File: src/rtl/sw_pkg.sv
package sw_pkg;
  typedef enum logic [2:0] {
    PH_DST,
    PH_SRC,
    PH_LEN,
    PH_CTL,
    PH_PAY
  } phase_e;
endpackage

File: src/rtl/sw_hdr_parser.sv
module sw_hdr_parser
  import sw_pkg::*;
#(
  parameter int DATA_W = 8,
  parameter int SEL_W  = 2
) (
  input  logic              clk_i,
  input  logic              rst_ni,
  input  logic [DATA_W-1:0] byte_i,
  input  logic              valid_i,
  input  logic              sel_rd_i,
  output logic              ready_o,
  output logic              fwd_o,
  output logic [SEL_W-1:0]  sel_o,
  output logic              done_o
);
  phase_e            phase_q;
  logic [DATA_W-1:0] dst_q, src_q, len_q, ctl_q, cnt_q;
  logic              done_q;
  logic              accept;
  logic              unused_hdr;

  // header stalls never; payload stalls only when enabled and port not reading
  always_comb begin
    ready_o = (phase_q != PH_PAY) || !ctl_q[0] || sel_rd_i;
  end

  assign accept     = valid_i && ready_o;
  assign fwd_o      = (phase_q == PH_PAY) && ctl_q[0] && accept;
  assign sel_o      = dst_q[SEL_W-1:0];
  assign done_o     = done_q;
  assign unused_hdr = ^{src_q, dst_q[DATA_W-1:SEL_W], ctl_q[DATA_W-1:1]};

  always_ff @(posedge clk_i or negedge rst_ni) begin
    if (!rst_ni) begin
      phase_q <= PH_DST;
      dst_q   <= '0;
      src_q   <= '0;
      len_q   <= '0;
      ctl_q   <= '0;
      cnt_q   <= '0;
      done_q  <= 1'b0;
    end else begin
      done_q <= 1'b0;
      if (accept) begin
        unique case (phase_q)
          PH_DST: begin
            dst_q   <= byte_i;
            phase_q <= PH_SRC;
          end
          PH_SRC: begin
            src_q   <= byte_i;
            phase_q <= PH_LEN;
          end
          PH_LEN: begin
            len_q   <= byte_i;
            phase_q <= PH_CTL;
          end
          PH_CTL: begin
            ctl_q <= byte_i;
            if (len_q == '0) begin
              done_q  <= 1'b1;
              phase_q <= PH_DST;
            end else begin
              cnt_q   <= len_q;
              phase_q <= PH_PAY;
            end
          end
          PH_PAY: begin
            cnt_q <= cnt_q - 1'b1;
            if (cnt_q == DATA_W'(1)) begin
              done_q  <= 1'b1;
              phase_q <= PH_DST;
            end
          end
          default: phase_q <= PH_DST;
        endcase
      end
    end
  end
endmodule

File: src/rtl/sw_port_fanout.sv
module sw_port_fanout #(
  parameter int DATA_W  = 8,
  parameter int N_PORTS = 4,
  parameter int SEL_W   = 2
) (
  input  logic [DATA_W-1:0]         byte_i,
  input  logic                      fwd_i,
  input  logic [SEL_W-1:0]          sel_i,
  output logic [N_PORTS-1:0]        rdy_o,
  output logic [N_PORTS*DATA_W-1:0] data_o
);
  for (genvar p = 0; p < N_PORTS; p++) begin : g_port
    assign rdy_o[p] = fwd_i && (sel_i == SEL_W'(p));
    assign data_o[p*DATA_W +: DATA_W] = rdy_o[p] ? byte_i : '0;
  end
endmodule

File: src/rtl/byte_route_switch.sv
module byte_route_switch #(
  parameter int DATA_W  = 8,
  parameter int N_PORTS = 4
) (
  input  logic                      clk_i,
  input  logic                      rst_ni,
  input  logic [DATA_W-1:0]         in_data_i,
  input  logic                      in_valid_i,
  output logic                      in_ready_o,
  input  logic [N_PORTS-1:0]        rd_req_i,
  output logic [N_PORTS-1:0]        port_rdy_o,
  output logic [N_PORTS*DATA_W-1:0] port_data_o,
  output logic                      done_o
);
  localparam int SEL_W = (N_PORTS > 1) ? $clog2(N_PORTS) : 1;

  logic [SEL_W-1:0] sel;
  logic             fwd;
  logic             sel_rd;

  assign sel_rd = rd_req_i[sel];

  sw_hdr_parser #(
    .DATA_W(DATA_W),
    .SEL_W (SEL_W)
  ) u_parser (
    .clk_i   (clk_i),
    .rst_ni  (rst_ni),
    .byte_i  (in_data_i),
    .valid_i (in_valid_i),
    .sel_rd_i(sel_rd),
    .ready_o (in_ready_o),
    .fwd_o   (fwd),
    .sel_o   (sel),
    .done_o  (done_o)
  );

  sw_port_fanout #(
    .DATA_W (DATA_W),
    .N_PORTS(N_PORTS),
    .SEL_W  (SEL_W)
  ) u_fanout (
    .byte_i(in_data_i),
    .fwd_i (fwd),
    .sel_i (sel),
    .rdy_o (port_rdy_o),
    .data_o(port_data_o)
  );
endmodule

File: config.mk
export PLATFORM = sky130hd
export DESIGN_NAME = byte_route_switch
export DESIGN_NICKNAME = d
export VERILOG_FILES = /design/src/rtl/sw_pkg.sv /design/src/rtl/sw_hdr_parser.sv /design/src/rtl/sw_port_fanout.sv /design/src/rtl/byte_route_switch.sv
export SDC_FILE = /design/constraint.sdc
export NUM_CORES = 1
export LEC_CHECK = 0
export BUFFER_PORTS_ARGS = -buffer_cell sky130_fd_sc_hd__clkbuf_2
export CELL_PAD_IN_SITES_DETAIL_PLACEMENT = 1
export CELL_PAD_IN_SITES_GLOBAL_PLACEMENT = 1
export CORE_MARGIN = 2
export CORE_UTILIZATION = 37
export DETAILED_ROUTE_END_ITERATION = 16
export PLACE_DENSITY_LB_ADDON = 0.15
export SLEW_MARGIN = 15
export SYNTH_ARGS = -nofsm -noshare
export SYNTH_HDL_FRONTEND = slang
export SYNTH_SLANG_ARGS = --single-unit
File: constraint.sdc
create_clock -name clk_i -period 2.1 [get_ports clk_i]
set_clock_uncertainty 0.15 [all_clocks]
set_input_delay 0.315 -clock clk_i [delete_from_list [all_inputs] [get_ports clk_i]]
set_output_delay 0.315 -clock clk_i [all_outputs]
set_load 0.01 [all_outputs]
Word level (Yosys, flattened, before mapping). Index checks and enable logic that the tools add are counted.

Output and inout port bits: 38. Bits in registers: 23. Bits of input ports: 15.

Add/sub/neg operators: 1. Reductions and logical operators: 19. Multiplexer cells: 15. $lt $le $gt $ge: 1. Equal/unequal tests: 11.

Operators by type and width (count): 2-to-1 mux 8 bit (5); one-hot mux 8 bit (2 select lines) (1); one-hot mux 3 bit (5 select lines) (1); == test 8 x 1 -> 1 bit, second input constant (1); zero test 8 bit (1); AND reduction 2 bit (4); subtractor 8 x 1 -> 8 bit, second input constant (1); logical AND 1 bit (7); == test 3 x 2 -> 1 bit, second input constant (2); 2-to-1 mux 3 bit (2); == test 2 bit, second input constant (2); 2-to-1 mux 1 bit (4); != test 2 bit, second input constant (2); == test 3 x 1 -> 1 bit, second input constant (1); == test 3 bit, second input constant (1); zero test 3 bit (1); < comparator 2 x 3 -> 1 bit, second input constant (1); != test 3 bit, second input constant (1); AND reduction 3 bit (1); binary-select mux 1 bit (select 2 bit) (1); == test 2 x 1 -> 1 bit, second input constant (1); zero test 2 bit (1); logical OR 1 bit (2); one-hot mux 1 bit (2 select lines) (1); 2 further kinds (2).

Logic depth before layout (Yosys ltp). Gate-level depths: netlist of the first run.

Depth after elaboration: 7. Depth in mapped cells: 7.

Cells and area by module. Synthesis of the first run repeated with hierarchy kept, for this count alone.

Cells, all modules: 149. Area total of the unflattened synthesis: 1574.0 um2.

By module, submodules not included: sw_hdr_parser (area each 1144.8 um2, cells an instance 103, instances 1, sequential area each 575.6 um2); sw_port_fanout (area each 406.6 um2, cells an instance 45, instances 1, sequential area each 0.0 um2); byte_route_switch (area each 22.5 um2, cells an instance 1, instances 1, sequential area each 0.0 um2).

Least setup slack after synthesis of the first run. OpenSTA, ideal clock, no wires.

Kind: reg2out. Start: register u_parser.phase_q[1]. End: output port port_data_o[0]. Setup slack: 83 ps. Data arrival time: 1552 ps. Stages on the path, launching flop included: 5. Cell sequence: dfrtp_1 -> nor2b_1 -> nand3_1 -> nor4b_2 -> and2_1.

Cells in the longest elaborated chain, start to end: 7.

RTL lines: from (decl) (line sw_hdr_parser.sv:17) `phase_e phase_q;`; from (signal assigned) (line sw_hdr_parser.sv:36) `phase_q <= PH_DST;`; from (signal assigned) (line sw_hdr_parser.sv:49) `phase_q <= PH_SRC;`; from (signal assigned) (line sw_hdr_parser.sv:53) `phase_q <= PH_LEN;`; != test 3 bit (line sw_hdr_parser.sv:25) `ready_o = (phase_q != PH_PAY) || !ctl_q[0] || sel_rd_i;`; logical OR 1 bit (2 in series) (line sw_hdr_parser.sv:25); logical AND 1 bit (line sw_hdr_parser.sv:28) `assign accept = valid_i && ready_o;`; logical AND 1 bit * (line sw_hdr_parser.sv:29) `assign fwd_o = (phase_q == PH_PAY) && ctl_q[0] && accept;`; logical AND 1 bit * (line sw_port_fanout.sv:13) `assign rdy_o[p] = fwd_i && (sel_i == SEL_W'(p));`; named net port_rdy_o[0] (line byte_route_switch.sv:11) `output logic [N_PORTS-1:0] port_rdy_o,`; 2-to-1 mux 8 bit * (line sw_port_fanout.sv:14) `assign data_o[p*DATA_W +: DATA_W] = rdy_o[p] ? byte_i : '0;`; to (decl) (line byte_route_switch.sv:12) `output logic [N_PORTS*DATA_W-1:0] port_data_o,`.

Mark *: on every way through the listed nets, which the timed path passes. The rest lies on a longest branch.

Worst setup path in the final report of the first run.
Start: register u_parser.phase_q[1]. End: output port port_data_o[22].

Cells in the longest elaborated chain, start to end: 7.

RTL lines (line): != test 3 bit (sw_hdr_parser.sv:25); logical OR 1 bit (2 in series) (sw_hdr_parser.sv:25); logical AND 1 bit (sw_hdr_parser.sv:28); logical AND 1 bit * (sw_hdr_parser.sv:29); logical AND 1 bit * (sw_port_fanout.sv:13); 2-to-1 mux 8 bit * (sw_port_fanout.sv:14).

Every way passes the cells marked *; elsewhere a longest branch is shown, timed or not.

==> results of run 1 <==
-- final cells by class --
cell class / instances / share of cell area
clock buffers: 3 / 0.0190
clock inverters: 1 / 0.00230
inverters: 3 / 0.00517
multi-input cells: 128 / 0.464
flip-flops and latches: 23 / 0.265
well taps: 50 / 0.0287
repair buffers: 73 / 0.216
-- worst max-delay path: cells and delay by family, from the launching register on --
family	cells	cell delay, ps
and+or+nand+nor	4	690
DFF	1	390
buffers and inverters	2	330
-- logic make-up (layout without fill, tap and decap cells) --
family	after synthesis	in the layout	share of synthesized area
AO/OA/AOI/OAI	35	35	0.173
adder cells (fa/ha/maj)	2	2	0.0160
buffers and inverters	9	80	0.0288
flip-flops	23	23	0.368
multiplexers	14	14	0.103
AND/OR/NAND/NOR	77	77	0.311
-- registers in the layout (all words and copies together) (netlist names) --
| name | count |
|---|---|
| u_parser.phase_q | 3 |
| u_parser.cnt_q | 8 |
| u_parser.done_o | 1 |
| u_parser.dst_q | 2 |
| u_parser.len_q | 8 |
| u_parser.ctl_q | 1 |
-- cell usage in the layout (no fill, tap or decap), types with 7 or more instances in the layout --
master    instances
clkbuf_2         33
and2_1           26
dfrtp_1          22
buf_4            19
mux2_2           13
buf_2            13
nor2_1            9
nand2_1           7
and2_4            7
a21oi_1           7
-- power by group --
part | internal [mW] | leakage [nW] | switching, mW
Combinational | 0.546 | 0.737 | 0.504
Clock | 0.133 | 0.0255 | 0.145
Sequential | 0.641 | 0.279 | 0.215
Total | 1.32 | 1.04 | 0.865
-- worst max path at each step --
stage	to	slack, ps	cells past startpoint
after floorplan	port_data_o[0]	80	4
after global placement	u_parser.cnt_q[4]$_DFFE_PN0P_	130	4
after detailed placement	port_data_o[0]	60	7
after CTS	port_data_o[21]	-70	6
after global routing	port_data_o[18]	-120	6
final	port_data_o[22]	-40	6
-- per-stage QoR --
step / setup slack [ps] / setup TNS (ps) / std cells / hold WS [ps] / utilization
after detailed placement: 64.7 / 0 / 266 / 200 / 0.478
after CTS: -67.6 / -684 / 275 / 186 / 0.511
final: -36.4 / -327 / 281 / 187 / 0.540
after floorplan: 82.8 / 0 / 160 / -131 / -
after global placement: 132 / 0 / 266 / 176 / 0.478
after global routing: -117 / -2230 / 281 / 192 / 0.540
-- layer usage --
layer | global-route usage | vias to the layer above
li1 | - | 711
met1 | 0.264 | 771
met2 | 0.400 | 16
met3 | 0.0341 | 2
met4 | 0.0294 | 0
met5 | 0 | -
-- timing repair --
| action | in CTS | in global routing |
|---|---|---|
| setup buffers | 3 | 6 |
| gates resized for setup | 12 | 36 |
| pin swaps | 9 | 2 |
| gates cloned | 1 | 0 |
| endpoints found under the setup margin | 31 | 35 |
| hold buffers | 1 | 0 |
| endpoints found under the hold margin | 23 | 0 |
==> results.md, run 1 <==
- Initial antenna violation count: 0
- Clk_lat worst skew: 270 ps
- Syn Nets: approximately 180
- Min-delay src: in_data_i[2]
- Setup crit start: u_parser.phase_q[1]$_DFFE_PN0P_
- Highest routing layer actually used: met4
- DRT met1 WL: 2080 um
- Share of the synthesized area in the top cell type: 0.368
- Cell Rows: 23
- R2R Path End: u_parser.cnt_q[6]$_DFFE_PN0P_
- Slowest cell delay on critical path: a little under 400 ps
- Ys Warns: 0
- Yosys reg bits: 23
- Design Power: between 2 and 2.5 mW
- Met2 WL post-DR: roughly 2700 um
- Post-synthesis cell area: about 1600 um2
- Detailed Route WL: slightly below 5000 um
- Clock root buffer: clkbuf_8
- Max-cap viol count: 0
- CP Max Fanout: 9
- Cts bufs inserted: 3
- Die ar.: 4760 um2
- Worst min-delay path category: primary input to register
- GR Overflow Total: 0
- Main flop type after synthesis: dfrtp_1
- Die Wd: 69.0 um
- Multi-input gate area: ~1000 um2
- Critical Path Start Type: register
- RSZ-0062 raised after global routing: yes
- Most frequent cell after synthesis: and2_1
- First-pass DRT Iterations: 4
- DP HPWL: 3640 um
- Crit path cell chain: nor2b_2, nand4_1, nor3b_2, buf_4, and2_1, buf_2
- Share of layout cells above drive strength 1: 0.532
- Vias: 1500
- Hold endpoint: u_parser.len_q[2]$_DFFE_PN0P_
- Clock-pin slew on the worst setup and hold paths: 90 ps
- Total core area: 4030 um2
- Final worst-path cycle share: 1.02
- Final ANT Viol Nets: 0
- Pwr Density: roughly 1000 nW/um2
- Min-Delay Path Depth: 2
- ANT cells: 0
- GRT Util Overall: 0.214
- Sequential-to-total area share from yosys stat: 0.368
- Post-synth top cells: and2_1 (33), dfrtp_1 (23), mux2_2 (13), nor2_1 (11), nand2_1 (8)
- Final worst path period need: 2140 ps
- Number of global-route vias before repair: 1499
- Drt wl/cell: 17.3 um
- Max_slew headroom: 0.614
- Distinct cells, synth: 48
- Total Nets Final: 249
- Failing checks: negative setup slack
- Initial core utilization: 0.388
- Final instance area: 2180 um2
- Via density: 5.34
- Clock Sinks: 23
- Final setup violation count: 16
- Pleak: 1.04 nW
- Status: complete, but fails checks
- Asr flop ratio synth: 1.00
- Flop2flop setup slack: 50 ps
- Reg-to-reg critical path startpoint: u_parser.phase_q[1]$_DFFE_PN0P_
- EDFF count, synth: 0
- Placed cell area: 1930 um2
- 1st-iter DRT viols: 35
- # DRC: 0
- Worst path slowest cell: dfrtp_1
- Syn Inst Count: 160
- Highest clock rate: 468 MHz
- DR WL met3: 87 um
- Largest net degree at the start of global routing: 24
- Syn_area_per_cell: slightly below 10 um2
- Die Ht: 69.0 um
- # fillers: 484
- Top post-synthesis cells by area: dfrtp_1 (37%), and2_1 (13%), mux2_2 (9.4%)
- Slew @ Worst Pin: about 580 ps
- Final worst slack: -36.4 ps
- Cell accounting for the most synthesized area: dfrtp_1
- Register Area: 577 um2
- Area Overhead vs Synth: 39.3%
- Setup crit end kind: output port
- Crit Path Class: register to output port
- IO Pins: 53
- Cells on worst reg2reg path: 8
- CTS tree: built
- Peak VDD IR: 0.672 mV
- H-tree Lvls: 1
- Clock buffer depth: 2
- First-pass GRT wire length: 7510 um
- CP arrival: 1670 ps
- Port Buffer Count: between 50 and 60
- GPL Wtd Cong: 0.788
- Final hold vios: 0
- Max-slew violations: 0
- Worst EP required: about 1600 ps
No activity file was read; power rests on OpenSTA's default activity.
==> inputs of run 2 (changes only) <==
- PLACE_DENSITY_LB_ADDON: 0.15 -> 0.05
==> run 2 against run 1 <==
Compared with the run above:
- sequential cell count unchanged
- worst hold slack better by 8.5 ps
- sequential share of layout area down 0.45 points
- largest cell class unchanged
- combinational power about the same
- critical path type unchanged
- via count up 0.33%
- the run still ends with negative setup slack left
==> results.md, run 2 (synthesized netlist as in run 1, its figures left out) <==
- Status: complete, but fails checks
- Failing checks: negative setup slack
- Pwr Density: 989 nW/um2
- Largest net degree at the start of global routing: 24
- Final worst-path cycle share: 1.05
- Leading cell types in the layout, fill and taps excluded: clkbuf_2 (33), and2_1 (22), dfrtp_1 (21), buf_4 (20)
- Design Power: roughly 2.2 mW
- Cts bufs inserted: 3
- Clock buffer depth: 2
- Biggest regs: u_parser.cnt_q: 8 flops, u_parser.len_q: 8 flops, u_parser.phase_q: 3 flops
- Die ar.: between 4000 and 5000 um2
- 1st-iter DRT viols: 40
- Share of layout cells above drive strength 1: 0.543
- Total core area: 4030 um2
- CP Max Fanout: 5
- Clock root buffer: clkbuf_8
- Crit Path Class: register to output port
- Slowest cell delay on critical path: 440 ps
- Most common cell after layout, fill and taps aside: clkbuf_2
- Via density: approximately 5.3
- First-pass GRT wire length: 7890 um
- Final TNS setup: -1150 ps
- DP HPWL: 3740 um
- Max-cap viol count: 0
- Cell Rows: 23
- Pleak: 1.05 nW
- Final worst path period need: roughly 2200 ps
- GRT Util Overall: 0.226
- Die Ht: between 60 and 70 um
- Number of global-route vias before repair: 1524
- RSZ-0062 raised after global routing: yes
- Drt wl/cell: 18.3 um
- Clock Sinks: 23
- GR Overflow Total: 0
- Critical Path Start Type: register
- IO Pins: 53
- ANT cells: 0
- Initial core utilization: 0.388
- Port Buffer Count: 52
- Initial antenna violation count: 0
- Final ANT Viol Nets: 0
- Max-slew violations: 0
- Worst path slowest cell: dfrtp_2
- Final core occ: 0.551
- Detailed Route WL: 5150 um
- # fillers: between 400 and 500
- Worst min-delay path category: primary input to register
- # DRC: 0
- Buf/Inv on CP: 2
- Register Area: around 580 um2
- Max_slew headroom: 0.598
- CP arrival: approximately 1800 ps
- Final worst slack: -115 ps
- Worst EP required: about 1600 ps
- First-pass DRT Iterations: 4
- Die Wd: 69.0 um
- Multi-input gate area: 1020 um2
- Area Overhead vs Synth: 42.0%
- Setup crit end kind: output port
- Clock-pin slew on the worst setup and hold paths: about 80 ps
- Peak VDD IR: 0.659 mV
- Final setup violation count: 21
- Top delay family on crit path: simple AND/OR/NAND/NOR gates
- Vias: 1505
- GPL Wtd Cong: 0.909
- Highest clock rate: 451 MHz
- Crit path cell chain: nor2_4, nand3_4, nor4b_4, buf_4, and2_4, buf_6
- H-tree Lvls: 1
- CTS tree: built
- Final hold vios: 0
- Slew @ Worst Pin: 603 ps
- Clk_lat worst skew: 260 ps
- Total Nets Final: 250
[run 2: cell types whose count changed in the layout (fill, tap and decap cells not counted), moves of 2 or more]
cell and change:
buf_2 -6, and2_4 +4, buf_8 -2, buf_6 +8
and2_1 -4
[run 2: final timing paths]
kind / startpoint / end / slack [ps] / cells after the start
max: u_parser.phase_q[0]$_DFFE_PN0P_ / port_data_o[1] / -120 / 6
min: in_data_i[4] / u_parser.len_q[4]$_DFFE_PN0P_ / 200 / 2
max reg2reg: u_parser.phase_q[2]$_DFFE_PN0P_ / u_parser.cnt_q[7]$_DFFE_PN0P_ / 110 / 6
min reg2reg: u_parser.cnt_q[7]$_DFFE_PN0P_ / u_parser.cnt_q[7]$_DFFE_PN0P_ / 390 / 1
max in group asynchronous: rst_ni / u_parser.phase_q[0]$_DFFE_PN0P_ / 940 / 2
min in group asynchronous: rst_ni / u_parser.dst_q[0]$_DFFE_PN0P_ / 430 / 2
[run 2: layer usage]
metal	share of wire	vias to the layer above	track usage	wire length, um
li1	-	713	-	-
met1	0.43	772	0.276	2240
met2	0.54	16	0.416	2760
met3	0.016	4	0.0357	83
met4	0.012	0	0.0490	63
met5	0	-	0	0
[run 2: cell type report]
type / instances / share of cell area
Clock buffer: 4 / 0.0203
Tap cell: 50 / 0.0282
Multi-Input combinational cell: 128 / 0.458
Inverter: 3 / 0.00507
Sequential cell: 23 / 0.260
Timing Repair Buffer: 74 / 0.228
[run 2: report_power, final]
part | switching, mW | internal (mW) | leakage, nW
registers | 0.222 | 0.643 | 0.278
clock network | 0.138 | 0.135 | 0.0228
logic | 0.523 | 0.534 | 0.746
[run 2: timing repair]
| item | CTS | global route |
|---|---|---|
| hold endpoints to repair | 23 | 0 |
| setup endpoints to repair | 33 | 34 |
| pin swaps | 5 | 7 |
| cloned | 1 | 1 |
| buffers inserted | 3 | 4 |
| resized for setup | 9 | 49 |
| hold buffers | 1 | 0 |
[run 2: worst register-to-register path: stages (launching register included)]
cell and delay (ps):
dfrtp_1 380, buf_4 120, buf_4 110, or3b_1 480, nor3_1 270, a31oi_1 140, o22a_1 210
[run 2: per-stage QoR]
stage / cell area [um2] / setup slack (ps) / std cells / hold slack [ps]
2_1_floorplan: 1560 / 82.8 / 160 / -131
3_3_place_gp: 1940 / 157 / 268 / 177
3_5_place_dp: 1940 / 121 / 268 / 195
4_1_cts: 2050 / -25.5 / 277 / 189
5_1_grt: 2220 / -180 / 282 / 206
6_report: 2220 / -115 / 282 / 195
==> inputs of run 3 (changes only) <==
- CELL_PAD_IN_SITES_DETAIL_PLACEMENT: 1 -> 0
- CELL_PAD_IN_SITES_GLOBAL_PLACEMENT: 1 -> 2
- CORE_UTILIZATION: 37 -> 30
- REMOVE_ABC_BUFFERS: default -> 1
==> run 3 against run 2 <==
Compared with the run above:
- the run still ends with negative setup slack left
- via count decreased by 4.1%
- die area increased by 22%
- final area decreased by 2.2%
- clock power increased by 4%
- critical endpoint is now port_data_o[7]
==> results.md, run 3 (synthesized netlist as in run 1, its figures left out) <==
- Cell Rows: 26
- Status: complete, but fails checks
- Port Buffer Count: 52
- Max-cap viol count: 0
- Final ANT Viol Nets: 0
- GR Overflow Total: 0
- Clock Sinks: 23
- Total Nets Final: 247
- Final worst-path cycle share: 1.01
- Placed cell area: 1970 um2
- Pwr Density: 985 nW/um2
- Clk_lat worst skew: 270 ps
- # DRC: 0
- IO Pins: 53
- Vias: ~1400
- Slew @ Worst Pin: 599 ps
- Clock root buffer: clkbuf_8
- Dpl cells: 289
- Final worst slack: -19.2 ps
- ANT cells: 0
- Multi-input gate area: 996 um2
- Crit Path Class: register to output port
- Max_slew headroom: 0.601
- Critical Path Start Type: register
- Leading cell types in the layout, fill and taps excluded: clkbuf_2 (27), and2_1 (26), dfrtp_1 (21), buf_2 (18), buf_4 (17)
- First-pass DRT Iterations: 4
- # fillers: 540
- Die ar.: between 5000 and 6000 um2
- Max-slew violations: 0
- Highest clock rate: around 470 MHz
- Min-Delay Path Depth: 2
- Final hold vios: 0
- Largest net degree at the start of global routing: 24
- Via density: 4.83
- Pleak: 1.03 nW
- Die Ht: approximately 76 um
- Number of global-route vias before repair: around 1400
- DP HPWL: approximately 3400 um
- Peak VDD IR: 0.454 mV
- Initial antenna violation count: 0
- Die Wd: 76.2 um
- Final worst path period need: 2120 ps
- Clock buffer depth: 2
- Biggest regs: u_parser.cnt_q: 8 flops, u_parser.len_q: 8 flops, u_parser.phase_q: 3 flops
- Most common cell after layout, fill and taps aside: clkbuf_2
- Final setup violation count: 8
- Cells on worst reg2reg path: 4
- 1st-iter DRT viols: 62
- H-tree Lvls: 1
- CP Max Fanout: 5
- CTS tree: built
- Hold Slack: 187 ps
- Share of layout cells above drive strength 1: 0.515
- Non-filler cells, final: 299
- First-pass GRT wire length: 7180 um
- GPL Wtd Cong: 0.766
- Design Power: ~2.1 mW
- GRT Util Overall: 0.151
- Failing checks: negative setup slack
- Setup crit end kind: output port
- Final instance area: 2170 um2
- Worst EP required: 1630 ps
- Total core area: between 5000 and 6000 um2
- Worst min-delay path category: primary input to register
- Initial core utilization: 0.308
- Area Overhead vs Synth: 38.9%
- Clock-pin slew on the worst setup and hold paths: 90 ps
- Register Area: 578 um2
- Drt wl/cell: 14.8 um
- Detailed Route WL: roughly 4400 um
- CP arrival: 1650 ps
- Cts bufs inserted: 3
- RSZ-0062 raised after global routing: yes
==> run 3: cell types whose count changed in the layout (fill, tap and decap cells not counted), sizes merged <==
cell    previous run  this run
clkbuf            37        31
buf               40        43
==> run 3: what timing repair did <==
| action | 4_1_cts | 5_1_grt |
|---|---|---|
| hold buffers | 1 | 0 |
| pin swaps | 1 | 12 |
| resized for setup | 2 | 49 |
| buffers inserted | 3 | 1 |
| gates cloned | 0 | 1 |
| hold endpoints to repair | 23 | 0 |
| endpoints found under the setup margin | 33 | 36 |
==> run 3: through the flow <==
| step | setup slack [ps] | utilization | TNS [ps] |
|---|---|---|---|
| 2_1_floorplan | 82.8 | - | 0 |
| 3_3_place_gp | 133 | 0.389 | 0 |
| 3_5_place_dp | 121 | 0.389 | 0 |
| 4_1_cts | -74.7 | 0.405 | -685 |
| 5_1_grt | -120 | 0.428 | -2600 |
| 6_report | -19.2 | 0.428 | -114 |
==> run 3: final timing paths <==
kind                                                   endpoint  slack, ps                             from
worst max-delay path                             port_data_o[7]        -20  u_parser.phase_q[1]$_DFFE_PN0P_
min in group asynchronous         u_parser.dst_q[0]$_DFFE_PN0P_        440                           rst_ni
worst min-delay path              u_parser.len_q[6]$_DFFE_PN0P_        190                     in_data_i[6]
worst max register to register    u_parser.cnt_q[4]$_DFFE_PN0P_        130    u_parser.len_q[5]$_DFFE_PN0P_
worst min register to register    u_parser.cnt_q[7]$_DFFE_PN0P_        370    u_parser.cnt_q[7]$_DFFE_PN0P_
max in group asynchronous       u_parser.phase_q[0]$_DFFE_PN0P_        940                           rst_ni
==> run 3: area by class of cell <==
cell class / count / area share
clock buffer: 4 / 0.0207
inverter: 3 / 0.00519
multi-input combinational: 128 / 0.459
sequential: 23 / 0.266
tap: 70 / 0.0403
timing repair buffer: 71 / 0.209
==> run 3: metal layers <==
metal	up-vias	wire (um)	GRT usage
met4	0	12	0.0182
met5	-	0	0
met3	2	135	0.0273
met2	26	2260	0.255
li1	709	-	-
met1	706	2020	0.210
==> run 3: power breakdown <==
part	switching, mW	total, mW	internal, mW
logic	0.491	1.01	0.520
registers	0.200	0.843	0.643
clock network	0.148	0.284	0.136
total	0.839	2.14	1.30
==> run 3: critical path, cell delays in order, from the launching register on <==
cell and delay [ps]:
dfrtp_1 410, nor2b_4 150, nand3_2 110, nor4b_4 270, buf_4 200, and2_4 140
buf_6 90
